**src/rtl/sysreg_pkg.sv**
```systemverilog
package sysreg_pkg;
  localparam int DATA_W = 32;
  localparam int NUM_W  = 5;
  localparam int CODE_W = DATA_W / 2;
  localparam int SLOTS  = 11;
  localparam int PAIRS  = 4;

  typedef enum logic [3:0] {
    SL_IPC   = 4'd0,
    SL_IPSW  = 4'd1,
    SL_NPC   = 4'd2,
    SL_NPSW  = 4'd3,
    SL_CAUSE = 4'd4,
    SL_PSW   = 4'd5,
    SL_TPC   = 4'd6,
    SL_TPSW  = 4'd7,
    SL_DPC   = 4'd8,
    SL_DPSW  = 4'd9,
    SL_TBASE = 4'd10
  } slot_e;

  // Register number to one-hot storage slot; all zero for reserved numbers.
  function automatic logic [SLOTS-1:0] slot_vec(input logic [NUM_W-1:0] n);
    logic [SLOTS-1:0] v;
    v = '0;
    case (n)
      5'd0:  v[SL_IPC]   = 1'b1;
      5'd1:  v[SL_IPSW]  = 1'b1;
      5'd2:  v[SL_NPC]   = 1'b1;
      5'd3:  v[SL_NPSW]  = 1'b1;
      5'd4:  v[SL_CAUSE] = 1'b1;
      5'd5:  v[SL_PSW]   = 1'b1;
      5'd16: v[SL_TPC]   = 1'b1;
      5'd17: v[SL_TPSW]  = 1'b1;
      5'd18: v[SL_DPC]   = 1'b1;
      5'd19: v[SL_DPSW]  = 1'b1;
      5'd20: v[SL_TBASE] = 1'b1;
      default: v = '0;
    endcase
    return v;
  endfunction

  // Save pair p: its PC slot; the PSW slot follows directly.
  function automatic int pair_pc_slot(input int p);
    return (p < 2) ? 2 * p : 6 + 2 * (p - 2);
  endfunction
endpackage

```
**src/rtl/sysreg_decode.sv**
```systemverilog
module sysreg_decode
  import sysreg_pkg::*;
#(
  parameter bit IS_WRITE = 1'b0
) (
  input  logic [NUM_W-1:0] num,
  input  logic             en,
  input  logic             dbg_mode,
  output logic [SLOTS-1:0] sel
);
  logic [SLOTS-1:0] hit;
  logic [SLOTS-1:0] lock;

  assign hit = slot_vec(num);

  generate
    if (IS_WRITE) begin : g_wr
      always_comb begin
        lock = '0;
        lock[SL_CAUSE] = 1'b1;
        lock[SL_DPC]   = ~dbg_mode;
        lock[SL_DPSW]  = ~dbg_mode;
      end
    end else begin : g_rd
      always_comb begin
        lock = '0;
        lock[SL_DPC]  = ~dbg_mode;
        lock[SL_DPSW] = ~dbg_mode;
      end
    end
  endgenerate

  assign sel = en ? (hit & ~lock) : '0;

  always_comb begin
    AST_SEL_ONEHOT: assert ($onehot0(sel));
  end
endmodule

```
**src/rtl/sysreg_save_pair.sv**
```systemverilog
module sysreg_save_pair #(
  parameter int W         = 32,
  parameter bit CLEAR_LSB = 1'b1
) (
  input  logic         clk,
  input  logic         rst,
  input  logic         sw_pc_we,
  input  logic         sw_psw_we,
  input  logic [W-1:0] sw_data,
  input  logic         cap,
  input  logic [W-1:0] cap_pc,
  input  logic [W-1:0] cap_psw,
  output logic [W-1:0] pc_q,
  output logic [W-1:0] psw_q,
  output logic [W-1:0] ret_pc
);
  always_ff @(posedge clk) begin
    if (rst) begin
      pc_q  <= '0;
      psw_q <= '0;
    end else if (cap) begin
      pc_q  <= cap_pc;
      psw_q <= cap_psw;
    end else begin
      if (sw_pc_we)  pc_q  <= sw_data;
      if (sw_psw_we) psw_q <= sw_data;
    end
  end

  generate
    if (CLEAR_LSB) begin : g_even
      assign ret_pc = {pc_q[W-1:1], 1'b0};
      AST_RET_EVEN: assert property (@(posedge clk) disable iff (rst)
        sw_pc_we && !cap |=> ret_pc == {$past(sw_data[W-1:1]), 1'b0});
    end else begin : g_raw
      assign ret_pc = pc_q;
    end
  endgenerate

  AST_CAP_WINS: assert property (@(posedge clk) disable iff (rst)
    cap |=> (pc_q == $past(cap_pc)) && (psw_q == $past(cap_psw)));
  AST_SW_STORE: assert property (@(posedge clk) disable iff (rst)
    sw_psw_we && !cap |=> psw_q == $past(sw_data));
endmodule

```
**src/rtl/sysreg_cause.sv**
```systemverilog
module sysreg_cause #(
  parameter int W = 32
) (
  input  logic           clk,
  input  logic           rst,
  input  logic           irq_take,
  input  logic [W/2-1:0] irq_code,
  input  logic           nmi_take,
  input  logic [W/2-1:0] nmi_code,
  output logic [W-1:0]   cause_q
);
  localparam int HW = W / 2;

  logic [1:0]        take;
  logic [1:0][HW-1:0] code;
  assign take = {nmi_take, irq_take};
  assign code = {nmi_code, irq_code};

  generate
    for (genvar h = 0; h < 2; h++) begin : g_half
      logic [HW-1:0] half_q;
      always_ff @(posedge clk) begin
        if (rst)          half_q <= '0;
        else if (take[h]) half_q <= code[h];
      end
      assign cause_q[h*HW +: HW] = half_q;
    end
  endgenerate

  AST_IRQ_CODE: assert property (@(posedge clk) disable iff (rst)
    irq_take |=> cause_q[HW-1:0] == $past(irq_code));
  AST_IRQ_KEEPS_HI: assert property (@(posedge clk) disable iff (rst)
    irq_take && !nmi_take |=> $stable(cause_q[W-1:HW]));
  AST_NMI_CODE: assert property (@(posedge clk) disable iff (rst)
    nmi_take |=> cause_q[W-1:HW] == $past(nmi_code));
endmodule

```
**src/rtl/sysreg_bank.sv**
```systemverilog
module sysreg_bank
  import sysreg_pkg::*;
#(
  parameter int XLEN = DATA_W,
  parameter int NW   = NUM_W
) (
  input  logic            clk,
  input  logic            rst,
  input  logic            dbg_mode,
  input  logic            sw_we,
  input  logic [NW-1:0]   sw_wnum,
  input  logic [XLEN-1:0] sw_wdata,
  input  logic [NW-1:0]   sw_rnum,
  output logic [XLEN-1:0] sw_rdata,
  input  logic            irq_take,
  input  logic            nmi_take,
  input  logic            dbg_take,
  input  logic [XLEN-1:0] cap_pc,
  input  logic [XLEN-1:0] cap_psw,
  input  logic [XLEN/2-1:0] irq_code,
  input  logic [XLEN/2-1:0] nmi_code,
  output logic [XLEN-1:0] irq_ret_pc,
  output logic [XLEN-1:0] nmi_ret_pc,
  output logic [XLEN-1:0] call_ret_pc,
  output logic [XLEN-1:0] dbg_ret_pc
);
  logic [SLOTS-1:0]           wsel;
  logic [SLOTS-1:0]           rsel;
  logic [SLOTS-1:0][XLEN-1:0] slot_q;
  logic [PAIRS-1:0]           pair_cap;
  logic [PAIRS-1:0][XLEN-1:0] pair_ret;
  logic [XLEN-1:0]            psw_q;
  logic [XLEN-1:0]            tbase_q;

  sysreg_decode #(.IS_WRITE(1'b1)) u_wdec (
    .num(sw_wnum), .en(sw_we), .dbg_mode(dbg_mode), .sel(wsel)
  );
  sysreg_decode #(.IS_WRITE(1'b0)) u_rdec (
    .num(sw_rnum), .en(1'b1), .dbg_mode(dbg_mode), .sel(rsel)
  );

  // Pair order: interrupt, NMI, table call, debug trap.
  assign pair_cap = {dbg_take, 1'b0, nmi_take, irq_take};

  generate
    for (genvar p = 0; p < PAIRS; p++) begin : g_pair
      localparam int PS = pair_pc_slot(p);
      sysreg_save_pair #(.W(XLEN), .CLEAR_LSB(p != 3)) u_pair (
        .clk(clk), .rst(rst),
        .sw_pc_we(wsel[PS]), .sw_psw_we(wsel[PS+1]), .sw_data(sw_wdata),
        .cap(pair_cap[p]), .cap_pc(cap_pc), .cap_psw(cap_psw),
        .pc_q(slot_q[PS]), .psw_q(slot_q[PS+1]), .ret_pc(pair_ret[p])
      );
    end
  endgenerate

  sysreg_cause #(.W(XLEN)) u_cause (
    .clk(clk), .rst(rst),
    .irq_take(irq_take), .irq_code(irq_code),
    .nmi_take(nmi_take), .nmi_code(nmi_code),
    .cause_q(slot_q[SL_CAUSE])
  );

  always_ff @(posedge clk) begin
    if (rst) begin
      psw_q   <= '0;
      tbase_q <= '0;
    end else begin
      if (wsel[SL_PSW])   psw_q   <= sw_wdata;
      if (wsel[SL_TBASE]) tbase_q <= sw_wdata;
    end
  end

  assign slot_q[SL_PSW]   = psw_q;
  assign slot_q[SL_TBASE] = tbase_q;

  always_comb begin
    sw_rdata = '0;
    for (int i = 0; i < SLOTS; i++) begin
      sw_rdata = sw_rdata | (slot_q[i] & {XLEN{rsel[i]}});
    end
  end

  assign irq_ret_pc  = pair_ret[0];
  assign nmi_ret_pc  = pair_ret[1];
  assign call_ret_pc = pair_ret[2];
  assign dbg_ret_pc  = pair_ret[3];

  AST_RSV_READ_ZERO: assert property (@(posedge clk) disable iff (rst)
    (slot_vec(sw_rnum) == '0) |-> sw_rdata == '0);
  AST_DBG_READ_LOCK: assert property (@(posedge clk) disable iff (rst)
    !dbg_mode && (sw_rnum == 5'd18 || sw_rnum == 5'd19) |-> sw_rdata == '0);
  AST_DBG_WRITE_LOCK: assert property (@(posedge clk) disable iff (rst)
    !dbg_mode && sw_we && sw_wnum == 5'd18 && !dbg_take |=> $stable(dbg_ret_pc));
  AST_CAUSE_RO: assert property (@(posedge clk) disable iff (rst)
    sw_we && sw_wnum == 5'd4 && !irq_take && !nmi_take |=> $stable(slot_q[SL_CAUSE]));
endmodule

```
**config.mk**
```make
export PLATFORM = sky130hd
export DESIGN_NAME = sysreg_bank
export DESIGN_NICKNAME = d
export VERILOG_FILES = /design/src/rtl/sysreg_pkg.sv /design/src/rtl/sysreg_decode.sv /design/src/rtl/sysreg_save_pair.sv /design/src/rtl/sysreg_cause.sv /design/src/rtl/sysreg_bank.sv
export SDC_FILE = /design/constraint.sdc
export NUM_CORES = 1
export LEC_CHECK = 0
export BUFFER_PORTS_ARGS = -buffer_cell sky130_fd_sc_hd__buf_2
export CAP_MARGIN = 20
export CORE_ASPECT_RATIO = 0.75
export CORE_MARGIN = 2
export CORE_UTILIZATION = 52
export CTS_CLUSTER_SIZE = 30
export DETAILED_ROUTE_END_ITERATION = 10
export PLACE_DENSITY_LB_ADDON = 0.25
export RECOVER_POWER = 50
export SLEW_MARGIN = 20
export SYNTH_ARGS = -nofsm -noshare
export SYNTH_HDL_FRONTEND = slang
export SYNTH_HIERARCHICAL = 1
export SYNTH_SLANG_ARGS = --single-unit
```
**constraint.sdc**
```tcl
create_clock -name clk -period 1.84 [get_ports clk]
set_clock_uncertainty 0.2 [all_clocks]
set_input_delay 0.092 -clock clk [delete_from_list [all_inputs] [get_ports clk]]
set_output_delay 0.092 -clock clk [all_outputs]
set_load 0.02 [all_outputs]
```
# After elaboration in Yosys (flattened, before gate mapping)
# Cells that the tools add are included.
totals:
  reg_bits: 352
  mem_bits_rw: 0
  rom_bits: 0
  mem_count: 0
  latchBits: 0
  in_bits: 145
  output_inout_bits: 160
op_classes:
  n_bitwise: 26
  reduce_logical: 8
  eq_ne: 20
  muxes: 35
  div_mod_pow: 0
  add_sub_neg: 0
  shift: 0
  multipliers: 0
  magnitude_cmp: 0
op_table:
  columns: ["operator", "count"]
  rows:
  - ["$mux W32", 12]
  - ["$and A32 B32 Y32", 11]
  - ["$or A32 B32 Y32", 10]
  - ["$eq A5 B5 Y1 const B", 10]
  - ["$and A11 B11 Y11", 2]
  - ["$mux W1", 22]
  - ["$not A10 Y11", 2]
  - ["$eq A5 B2 Y1 const B", 4]
  - ["$eq A5 B3 Y1 const B", 4]
  - ["$reduce_bool A2 Y1", 6]
  - ["$mux W11", 1]
  - ["$eq A5 B1 Y1 const B", 2]
  - ["$logic_not A5 Y1", 2]
  - ["$not A1 Y1", 1]

# Longest topological paths before layout
depth:
  depth_word: 14
  mapped_depth: 8

# Modules after synthesis
# Netlist, hierarchy kept.
modules_own_cells:
  columns: ["mod", "cells_each", "n_inst", "area_each_um2"]
  rows:
  - ["sysreg_save_pair (g_pair[0].u_pair ...)", 318, 3, 3473.3]
  - ["sysreg_bank", 446, 1, 4075.2]
  - ["sysreg_save_pair (g_pair[3].u_pair)", 317, 1, 3469.6]
  - ["sysreg_cause", 103, 1, 1157.4]
  - ["sysreg_decode (u_rdec)", 20, 1, 128.9]
  - ["sysreg_decode (u_wdec)", 19, 1, 121.4]

# Worst setup path before layout
# No wires, ideal clock.
synth_path:
  path_kind: "input to output"
  from: "input port sw_rnum[3]"
  to: "output port sw_rdata[15]"
  cell_stages: 6
  t_required_ns: 1.548
  arrival_time_ns: 1.635
  setup_slack_ns: -0.087
  path_buffers: 1
  cell_sequence: "or4b_4 nor3b_2 clkbuf_1 a22oi_1 and3_1 nand2_1"
synth_via:
  word_cells_on_any_way: 44
synth_rtl:
  columns: ["element", "line", "rtl"]
  rows:
  - ["start, declared", "sysreg_bank.sv:13", "input logic [NW-1:0] sw_rnum,"]
  - ["$eq A5 B2 Y1", "sysreg_pkg.sv:26", "case (n)"]
  - ["$mux W1", "sysreg_pkg.sv:26", null]
  - ["$and A11 B11 Y11", "sysreg_decode.sv:33", "assign sel = en ? (hit & ~lock) : '0;"]
  - ["net rsel[2]", "sysreg_bank.sv:28", "logic [SLOTS-1:0] rsel;"]
  - ["$and A32 B32 Y32", "sysreg_bank.sv:80", "sw_rdata = sw_rdata | (slot_q[i] & {XLEN{rsel[i]}});"]
  - ["$or A32 B32 Y32 (9 in a row)", "sysreg_bank.sv:80", null]
  - ["end, declared", "sysreg_bank.sv:14", "output logic [XLEN-1:0] sw_rdata,"]
# The timed path passes the listed nets, and every way through them passes these cells.

# Worst setup path after layout
layout_path:
  from: "input port sw_rnum[2]"
  to: "output port sw_rdata[0]"
# Same word-level chain as after synthesis.

==> flow_summary.json <==
{
  "tightest_slew_ns": 0.845,
  "fin_area_um2": 24500,
  "cts_tree": "done",
  "crit_path_frequent_cell": "buf_6",
  "io_buffers": 301,
  "pre_cts_slack_ns": -0.395,
  "numClockSinks": 352,
  "grt-ovfl-total": 0,
  "fmax_ghz": 0.460,
  "worstPathRequired_ns": 1.55,
  "setup_viol": 55,
  "drc": 0,
  "grt_pass1_wl_mm": 102,
  "clk_pin_slew_ns": 0.06,
  "wl_per_cell_um": 25.2,
  "power_density_nw_per_um2": 752,
  "htreeDepth": 2,
  "fin_ws_ns": -0.333,
  "vias_per_cell": 6.13,
  "place.gp.congestion": 0.941,
  "drv_cap": 0,
  "drt-initial-drc-count": 1822,
  "max_slew_margin": 0.435,
  "io_pins": 305,
  "dp_hpwl_mm": 44.0,
  "arrival_ns": 1.88,
  "yosys_warnings": 6,
  "antenna_found_initial": 2,
  "worstSetupPathType": "input pin to output pin",
  "netlist_area_um2": 19400,
  "whs_ns": 0.0308,
  "peakVddDrop_mv": 0.542,
  "dieArea_um2": 38800,
  "drive_gt1_frac": 0.299,
  "dpl_cell_area_um2": 21300,
  "end_kind": "output pin",
  "core_area_um2": 36900,
  "hold_class": "input pin to register",
  "violations": "negative setup slack",
  "crit_slowest_cell": "or4b_4",
  "power.leakage_nw": 8.88,
  "postSynthAreaPerCell_um2": 10.4,
  "finish.utilization": 0.664,
  "firstDrtPassIters": 6,
  "worstPathCellList": "buf_6 > or4b_4 > nor3b_4 > buf_6 > buf_12 > a22o_1 > a221oi_1 > nand3_1 > buf_6",
  "r2r_setup_slack_ns": 0.25,
  "initial_utilization": 0.525,
  "ant_nets": 0,
  "fp.dieH_um": 171,
  "nets": 2398,
  "tns_ns": -11.80,
  "rows": 61,
  "fin_crit_ns": 2.17,
  "cpPeakStageDelay_ns": 0.62,
  "grt_use_total": 0.346,
  "rsz0062_at_grt": "yes",
  "cts-root-buf": "clkbuf_16",
  "drv_slew": 0,
  "fin_crit_sh": 1.18,
  "detail_route.wirelength_mm": 70.0,
  "hold_viol_final": 0,
  "grt_start_max_net_pins": 81,
  "cp_max_fo": 11,
  "cp_num_buf_inv": 4,
  "worst_setup_path_start_kind": "input pin",
  "numCtsBuffers": 37,
  "vias": 17038,
  "clock_latency_ns": 0.53,
  "fillCellCount": 2927,
  "status": "finished, violations left",
  "cp_top_family": "simple AND/OR/NAND/NOR gates",
  "syn_to_final_growth_pct": 26.4,
  "cts.path.max_buffers": 3,
  "fp.dieW_um": 227,
  "grt_pass1_vias": 16414,
  "synthCells": 1857
}
## cell type report
type,instances,area [um2],area share
Multi-Input combinational cell,1207,10500,0.427
Sequential cell,352,7050,0.288
Clock buffer,55,1050,0.0430
Clock inverter,2,12.5,0.000511
Tap cell,504,631,0.0258
Inverter,4,18.8,0.000767
Timing Repair Buffer,651,5260,0.215
Antenna cell,3,7.51,0.000307
## repair_timing
item	CTS	global route
cloned	1	2
pin swaps	20	12
resized for setup	104	35
hold buffers	168	0
hold endpoints to repair	352	0
endpoints found under the setup margin	32	58
setup buffers	11	16
## state kept, by name (all words and copies together) (netlist names)
signal,flops
u_cause/g_half.half_q,32
tbase_q,32
g_pair.u_pair/psw_q,128
g_pair.u_pair/pc_q,128
psw_q,32
## worst reg2reg max path: stages, from the launching register on
cell	delay [ns]
dfxtp_1	0.40
mux2i_1	0.09
a211oi_1	0.25
dlygate4sd3_1	0.59
## final timing paths
path                                                start                         to  cells after the start
worst min register to register                  psw_q[20]                  psw_q[20]                      2
worst min-delay path                             dbg_take  g_pair[3].u_pair/psw_q[0]                      4
worst max register to register  g_pair[3].u_pair/pc_q[11]  g_pair[3].u_pair/pc_q[11]                      3
worst max-delay path                           sw_rnum[2]                sw_rdata[0]                      9
## layout by cell type (no fill, tap or decap), types with 19 or more instances in the layout
| cell type | instances |
|---|---|
| buf_12 | 40 |
| a221oi_2 | 31 |
| buf_2 | 196 |
| mux2i_1 | 350 |
| dlygate4sd3_1 | 166 |
| nor2_1 | 99 |
| buf_6 | 44 |
| a211oi_2 | 146 |
| nor2b_1 | 256 |
| a22oi_1 | 19 |
| a221oi_1 | 20 |
| a222oi_1 | 32 |
| clkbuf_16 | 39 |
| clkbuf_1 | 86 |
| dfxtp_1 | 350 |
| buf_4 | 110 |
| a211oi_1 | 110 |
| a22o_1 | 52 |
## metal layers
metal / track usage / vias up / part of all wire
li1: - / 7522 / -
met1: 0.475 / 8375 / 0.43
met2: 0.542 / 991 / 0.45
met3: 0.0704 / 150 / 0.096
met4: 0.110 / 0 / 0.027
met5: 0 / - / 0
## through the flow
stage	cells	power, mW
4_1_cts	2759	18.4
5_1_grt	2777	18.9
3_5_place_dp	2523	11.1
2_1_floorplan	1860	10.3
6_report	2778	18.4
3_3_place_gp	2523	11.1
## power by group
part | leakage, nW | switching (mW) | internal (mW)
registers | 2.91 | 0.400 | 8.07
logic | 5.46 | 1.69 | 1.25
clock network | 0.517 | 3.08 | 3.92
(Power assumes the default switching activity.)
